<file path="config.mk">
export PLATFORM = sky130hd
export DESIGN_NAME = cla64_adder
export DESIGN_NICKNAME = d
export VERILOG_FILES = /design/src/rtl/cla_pkg.sv /design/src/rtl/cla_lookahead.sv /design/src/rtl/cla_group.sv /design/src/rtl/cla_section.sv /design/src/rtl/cla64_adder.sv
export SDC_FILE = /design/constraint.sdc
export NUM_CORES = 1
export LEC_CHECK = 0
export BUFFER_PORTS_ARGS = -buffer_cell sky130_fd_sc_hd__buf_4
export CAP_MARGIN = 20
export CORE_MARGIN = 8
export CORE_UTILIZATION = 47
export DETAILED_ROUTE_END_ITERATION = 7
export GPL_TIMING_DRIVEN = 1
export PLACE_DENSITY_LB_ADDON = 0.15
export SETUP_SLACK_MARGIN = 0.2
export SYNTH_ARGS = -nofsm -noshare
export SYNTH_HDL_FRONTEND = slang
export SYNTH_SLANG_ARGS = --single-unit
export TNS_END_PERCENT = 50
</file>
<file path="constraint.sdc">
create_clock -name vclk -period 10
set_input_delay 1.5 -clock vclk [all_inputs]
set_output_delay 1.5 -clock vclk [all_outputs]
set_load 0.01 [all_outputs]
</file>
<file path="src/rtl/cla_pkg.sv">
`timescale 1ns/1ps
package cla_pkg;
  localparam int GRP_W   = 4;                  // bits per group
  localparam int FANOUT  = 4;                  // groups per section
  localparam int SEC_N   = 4;                  // sections per adder
  localparam int SEC_W   = GRP_W * FANOUT;
  localparam int DATA_W  = SEC_W * SEC_N;
endpackage

</file>
<file path="src/rtl/cla_lookahead.sv">
`timescale 1ns/1ps
// N-input lookahead unit: flat SOP carries, block p/g without carry-in term
module cla_lookahead #(
  parameter int N = 4
) (
  input  logic [N-1:0] p_i,
  input  logic [N-1:0] g_i,
  input  logic         c_i,
  output logic [N-1:0] c_o,
  output logic         cout_o,
  output logic         p_o,
  output logic         g_o
);
  logic [N:0] cy;

  // block propagate/generate: independent of c_i
  always_comb begin
    logic term;
    p_o = &p_i;
    g_o = 1'b0;
    for (int j = 0; j < N; j++) begin
      term = g_i[j];
      for (int m = 0; m < N; m++)
        if (m > j) term = term & p_i[m];
      g_o = g_o | term;
    end
  end

  // each carry expanded as its own sum of products
  always_comb begin
    logic term;
    cy[0] = c_i;
    for (int k = 1; k <= N; k++) begin
      term = c_i;
      for (int m = 0; m < N; m++)
        if (m < k) term = term & p_i[m];
      cy[k] = term;
      for (int j = 0; j < N; j++) begin
        if (j < k) begin
          term = g_i[j];
          for (int m = 0; m < N; m++)
            if (m > j && m < k) term = term & p_i[m];
          cy[k] = cy[k] | term;
        end
      end
    end
  end

  assign c_o    = cy[N-1:0];
  assign cout_o = cy[N];

  // an input slot never both propagates and generates
  always_comb begin
    for (int j = 0; j < N; j++)
      a_r5_pg_excl: assert (!(p_i[j] && g_i[j]))
        else $error("a_r5_pg_excl slot %0d", j);
  end

  // expanded carry-out agrees with block generate/propagate
  always_comb begin
    a_r2_cout_pg: assert (cout_o == (g_o | (p_o & c_i)))
      else $error("a_r2_cout_pg");
  end
endmodule

</file>
<file path="src/rtl/cla_group.sv">
`timescale 1ns/1ps
module cla_group
  import cla_pkg::*;
#(
  parameter int W = GRP_W
) (
  input  logic [W-1:0] a_i,
  input  logic [W-1:0] b_i,
  input  logic         c_i,
  output logic [W-1:0] s_o,
  output logic         p_o,
  output logic         g_o,
  output logic         cout_o
);
  logic [W-1:0] bit_p, bit_g, bit_c;

  assign bit_p = a_i ^ b_i;
  assign bit_g = a_i & b_i;

  cla_lookahead #(.N(W)) u_la (
    .p_i   (bit_p),
    .g_i   (bit_g),
    .c_i   (c_i),
    .c_o   (bit_c),
    .cout_o(cout_o),
    .p_o   (p_o),
    .g_o   (g_o)
  );

  assign s_o = bit_p ^ bit_c;
endmodule

</file>
<file path="src/rtl/cla_section.sv">
`timescale 1ns/1ps
module cla_section
  import cla_pkg::*;
#(
  parameter int GW  = GRP_W,
  parameter int FAN = FANOUT,
  localparam int W  = GW * FAN
) (
  input  logic [W-1:0] a_i,
  input  logic [W-1:0] b_i,
  input  logic         c_i,
  output logic [W-1:0] s_o,
  output logic         p_o,
  output logic         g_o,
  output logic         cout_o
);
  logic [FAN-1:0] grp_p, grp_g, grp_c, grp_cout;

  for (genvar j = 0; j < FAN; j++) begin : g_grp
    cla_group #(.W(GW)) u_grp (
      .a_i   (a_i[j*GW +: GW]),
      .b_i   (b_i[j*GW +: GW]),
      .c_i   (grp_c[j]),
      .s_o   (s_o[j*GW +: GW]),
      .p_o   (grp_p[j]),
      .g_o   (grp_g[j]),
      .cout_o(grp_cout[j])
    );
  end

  cla_lookahead #(.N(FAN)) u_la (
    .p_i   (grp_p),
    .g_i   (grp_g),
    .c_i   (c_i),
    .c_o   (grp_c),
    .cout_o(cout_o),
    .p_o   (p_o),
    .g_o   (g_o)
  );

  // group's internal carry-out matches lookahead carry into next group
  always_comb begin
    for (int j = 0; j < FAN - 1; j++)
      a_r2_grp_chain: assert (grp_cout[j] == grp_c[j+1])
        else $error("a_r2_grp_chain group %0d", j);
    a_r2_grp_top: assert (grp_cout[FAN-1] == cout_o)
      else $error("a_r2_grp_top");
  end
endmodule

</file>
<file path="src/rtl/cla64_adder.sv">
`timescale 1ns/1ps
module cla64_adder
  import cla_pkg::*;
(
  input  logic [DATA_W-1:0] a_i,
  input  logic [DATA_W-1:0] b_i,
  input  logic              carry_i,
  output logic [DATA_W-1:0] sum_o,
  output logic              carry_o
);
  logic [SEC_N-1:0] sec_p, sec_g, sec_c, sec_cout;

  for (genvar k = 0; k < SEC_N; k++) begin : g_sec
    cla_section #(.GW(GRP_W), .FAN(FANOUT)) u_sec (
      .a_i   (a_i[k*SEC_W +: SEC_W]),
      .b_i   (b_i[k*SEC_W +: SEC_W]),
      .c_i   (sec_c[k]),
      .s_o   (sum_o[k*SEC_W +: SEC_W]),
      .p_o   (sec_p[k]),
      .g_o   (sec_g[k]),
      .cout_o(sec_cout[k])
    );
  end

  // second-level unit: carries back into sections, final carry-out
  cla_lookahead #(.N(SEC_N)) u_la_top (
    .p_i   (sec_p),
    .g_i   (sec_g),
    .c_i   (carry_i),
    .c_o   (sec_c),
    .cout_o(carry_o),
    .p_o   (),
    .g_o   ()
  );

  always_comb begin
    for (int k = 0; k < SEC_N - 1; k++)
      a_r2_sec_chain: assert (sec_cout[k] == sec_c[k+1])
        else $error("a_r2_sec_chain section %0d", k);
    a_r2_sec_top: assert (sec_cout[SEC_N-1] == carry_o)
      else $error("a_r2_sec_top");
    a_r5_full_prop: assert (!(&(a_i ^ b_i)) || (carry_o == carry_i))
      else $error("a_r5_full_prop");
    a_r3_all_gen: assert (!(&(a_i & b_i)) || carry_o)
      else $error("a_r3_all_gen");
  end
endmodule

</file>
# Yosys cells after proc, flatten, opt, wreduce, memory -nomap -nowiden
# Cells that the tools add are included.
[classes]
n_bitwise = 428
n_reduce_logical = 20
[op_table]
columns = ["cell", "count"]
rows = [
  ["1-bit AND", 190],
  ["1-bit OR", 190],
  ["4-bit XOR", 32],
  ["4-bit AND", 16],
  ["16-bit AND reduction", 4],
  ["4-bit AND reduction", 16],
]
[word_totals]
register_bits = 0
input_bits = 129
word_cells = 448

# Longest topological paths before layout
[logic_depth]
word_depth = 31
ltp_mapped = 14
mapped_depth_nobuf = 14

# Hierarchy
# Synthesis repeated with hierarchy kept, for this count alone.
[hier_totals]
cells_unflattened = 380
area_unflattened_um2 = 2753.9
[by_module_without_submodules]
columns = ["module", "instances", "cells_per_inst", "area_per_inst_um2"]
rows = [
  ["cla_lookahead", 21, 12, 66.3],
  ["cla_group", 16, 8, 85.1],
]

# Least setup slack after synthesis
# No wires, ideal clock.
[synth_path]
path_type = "input to output"
start = "input port a_i[29]"
end = "output port sum_o[63]"
arrival_time_ps = 4022
required_time_ps = 8500
path_slack_ps = 4478
stages = 14
path_buffers = 0
path_cell_list = "ha_1 -> a21o_1 -> a21o_1 -> a221oi_1 -> nand2_1 -> a21o_2 -> a41o_4 -> a31oi_4 -> nand2b_1 -> ha_1 -> o21a_1 -> o21a_1 -> nor2_1 -> xnor2_1"
[synth_via]
elab_chain_cells = 24
word_cells_on_any_way = 39
[synth_lines]
columns = ["element", "line", "source"]
rows = [
  ["start, declared", "cla64_adder.sv:5", "input logic [DATA_W-1:0] a_i,"],
  ["4-bit XOR", "cla_group.sv:17", "assign bit_p = a_i ^ b_i;"],
  ["1-bit AND (3 in a row)", "cla_lookahead.sv:24", "if (m > j) term = term & p_i[m];"],
  ["1-bit OR (4 in a row)", "cla_lookahead.sv:25", "g_o = g_o | term;"],
  ["1-bit AND", "n/a", ""],
  ["1-bit OR * (2 in a row)", "cla_lookahead.sv:43", "cy[k] = cy[k] | term;"],
  ["1-bit AND * (3 in a row)", "n/a", ""],
  ["1-bit OR * (3 in a row)", "cla_lookahead.sv:43", ""],
  ["1-bit AND * (2 in a row)", "cla_lookahead.sv:36", "if (m < k) term = term & p_i[m];"],
  ["1-bit AND *", "n/a", ""],
  ["1-bit OR * (3 in a row)", "cla_lookahead.sv:43", ""],
  ["4-bit XOR *", "cla_group.sv:30", "assign s_o = bit_p ^ bit_c;"],
  ["end, declared", "cla64_adder.sv:8", "output logic [DATA_W-1:0] sum_o,"],
]
# Mark *: on every way between the ends. The rest lies on a longest branch, timed or not.

# Final worst setup path
[layout_path]
start = "input port a_i[25]"
end = "output port sum_o[63]"
[layout_via]
elab_chain_cells = 26
word_cells_on_any_way = 41
[layout_lines]
columns = ["element", "line"]
rows = [
  ["4-bit XOR", "cla_group.sv:17"],
  ["1-bit AND (3 in a row)", "cla_lookahead.sv:24"],
  ["1-bit OR (3 in a row)", "cla_lookahead.sv:25"],
  ["1-bit AND", "n/a"],
  ["1-bit OR (2 in a row)", "cla_lookahead.sv:25"],
  ["1-bit AND", "n/a"],
  ["1-bit OR * (2 in a row)", "cla_lookahead.sv:43"],
  ["1-bit AND * (3 in a row)", "n/a"],
  ["1-bit OR * (3 in a row)", "cla_lookahead.sv:43"],
  ["1-bit AND * (2 in a row)", "cla_lookahead.sv:36"],
  ["1-bit AND *", "n/a"],
  ["1-bit OR * (3 in a row)", "cla_lookahead.sv:43"],
  ["4-bit XOR *", "cla_group.sv:30"],
]
# Marks and branches as above.

==> metrics.cfg <==
[outcome]
outcome = finished clean

[global_route]
antenna_found_initial = 0
grt_usage_pct = 19.7
grt_pass1_vias = 3360
grt_start_max_net_pins = 6
grt_pass1_wl_um = 14600
grt_overflow = 0

[timing]
fin_crit_sh_pct = 59.5
max_freq_ghz = 0.168
rsz0062_at_grt = false
hold_viol_final = 0
slew_headroom_pct = 69.9
slew_viol_final = 0
finalCriticalPeriod_ns = 5.95
setup-tns-final_ns = 0
worst_slew_pin_slew_ns = 0.451
setup_viol = 0

[cts]
hold_buffers = 0
cts_setup_buffers = 0
post_cts_resized = 0

[pwr]
p_sw_uw = 152
swShare_pct = 47.2
p_clk_share_pct = 0
power_uw = 322
p_seq_share_pct = 0
worst_ir_drop_vdd_uv = 51.3
combPwrFrac_pct = 100.0
leakagePower_uw = 0.00223
powerDensity_nw_per_um2 = 74.8
p_int_uw = 170

[floorplan]
core-area_um2 = 5780
start_util_pct = 47.6
row_count = 28
die_y_um = 92.5
io_pins = 194
die_w_um = 92.5
dieArea_um2 = 8560

[worst_setup_path]
path_cells = buf_4 > ha_1 > a21oi_1 > o21ai_0 > a221oi_1 > nand2_1 > a21o_2 > a41o_4 > a31oi_4 > nand2b_1 > ha_1 > o21a_1 > o21a_1 > nor2_1 > xnor2_1 > buf_4
worstPathBufferInverterCount = 2
slowest_stage = ha_1
path_class = in2out
critPathMaxStageDelay_ns = 0.35
end_kind = primary output
start_kind = primary input
arrival_ns = 4.45
cp_num_cells = 16
critical_path_required_ns = 8.50
crit_family = compound AO/OA/AOI/OAI gates
path_max_fanout = 5

[job]
max_cap_viol_count = 0

[synth]
synth_xor_area_share_pct = 10.2
synth_warnings = 0
synth_mux_area_share_pct = 0
synth_top_family_by_area = adder cells
yosys.area_share.simple_pct = 16.2
ys_types = 35
synth_common_cells = ha_1 (80), nor2_1 (39), o21a_1 (32), a21oi_1 (27), nor3_1 (18)
netlist_area_um2 = 2750
yosysTopAreaCellShare_pct = 36.4
yosysMostFrequentCell = ha_1
ys_seq_area_share_pct = 0
synth_compound_area_share_pct = 24.5
yosys-top-cells-area = ha_1 (36%), fa_1 (12%), o21a_1 (8.7%)
synthAdderAreaFrac_pct = 48.0
syn_area_per_cell_um2 = 8.37
syn_nets = 554
netlist_instances = 329
synth_top_area_cell = ha_1

[route]
drt_pass1_iterations = 4
drt-wirelength-per-cell_um = 14.9
vias = 3166
drc = 0
antenna_left = 0
first_iter_violations = 47
drt_wl_total_um = 8930
routed_via_density = 5.29

[place]
post_dp_cell_area_um2 = 4300
port_buffers = 194
gp_congestion = 0.890
dp.final_hpwl_um = 8430

[cells_and_area]
fin_area_um2 = 4300
diodes = 0
nNetsFinal = 750
layout-area-overhead-vs-synth_pct = 56.3
register_area_um2 = 0
final_layout_size_suffix_gt1_share_pct = 38.2
clock_buffers = 0
seq_cells = 0

[hold_path]
hold_depth = 3
min-delay-path-class = in2out

==> metal layers <==
| layer | up-vias | wire (um) | global-route usage [%] |
|---|---|---|---|
| met5 | - | 0 | 0 |
| met1 | 1438 | 3280 | 20.0 |
| li1 | 1615 | - | - |
| met3 | 6 | 752 | 5.58 |
| met4 | 0 | 107 | 2.15 |
| met2 | 107 | 4780 | 39.5 |
==> final timing paths <==
| check | endpoint | startpoint | slack, ns |
|---|---|---|---|
| min | sum_o[56] | b_i[56] | 3.35 |
| max | sum_o[63] | a_i[25] | 4.05 |
==> area by class of cell <==
| type | instances | area, um^2 |
|---|---|---|
| repair buffers | 194 | 1460 |
| inverters | 8 | 30.0 |
| fillers | 479 | 1480 |
| well taps | 75 | 93.8 |
| multi-input cells | 321 | 2720 |
==> power by group through the flow <==
stage | Clock, uW | Sequential, uW | Combinational [uW]
global route | 0 | 0 | 354
CTS | 0 | 0 | 325
detailed placement | 0 | 0 | 324
floorplan | 0 | 0 | 171
finish | 0 | 0 | 322
global placement | 0 | 0 | 315
==> logic make-up after synthesis <==
kind of cell | Yosys count
simple gates | 94
fa+ha+maj | 96
compound gates | 99
xor+xnor | 32
buf+inv | 8
==> cells in the final DEF (no fill, tap or decap), types with 2 or more instances in the layout <==
master / count
a21oi_1: 27
nand4_1: 9
nor2_1: 39
xnor2_1: 16
buf_4: 194
o21ai_1: 3
nand3_1: 2
o21ai_0: 11
and4_1: 3
inv_1: 8
a31oi_1: 2
o21a_1: 32
ha_1: 80
a21o_1: 9
o21bai_1: 4
fa_1: 16
nand2_1: 16
nor2b_1: 2
xor2_1: 16
nor3_1: 18
==> per-stage QoR <==
stage	worst slack [ns]	instances	utilization (%)	hold WS, ns
2_1_floorplan	4.48	329	-	3.19
3_3_place_gp	4.14	598	74.4	3.35
3_5_place_dp	4.04	598	74.4	3.35
4_1_cts	4.03	598	74.4	3.35
5_1_grt	3.79	598	74.4	3.37
6_report	4.05	598	74.4	3.35
Power figures use the tool's default switching activity.
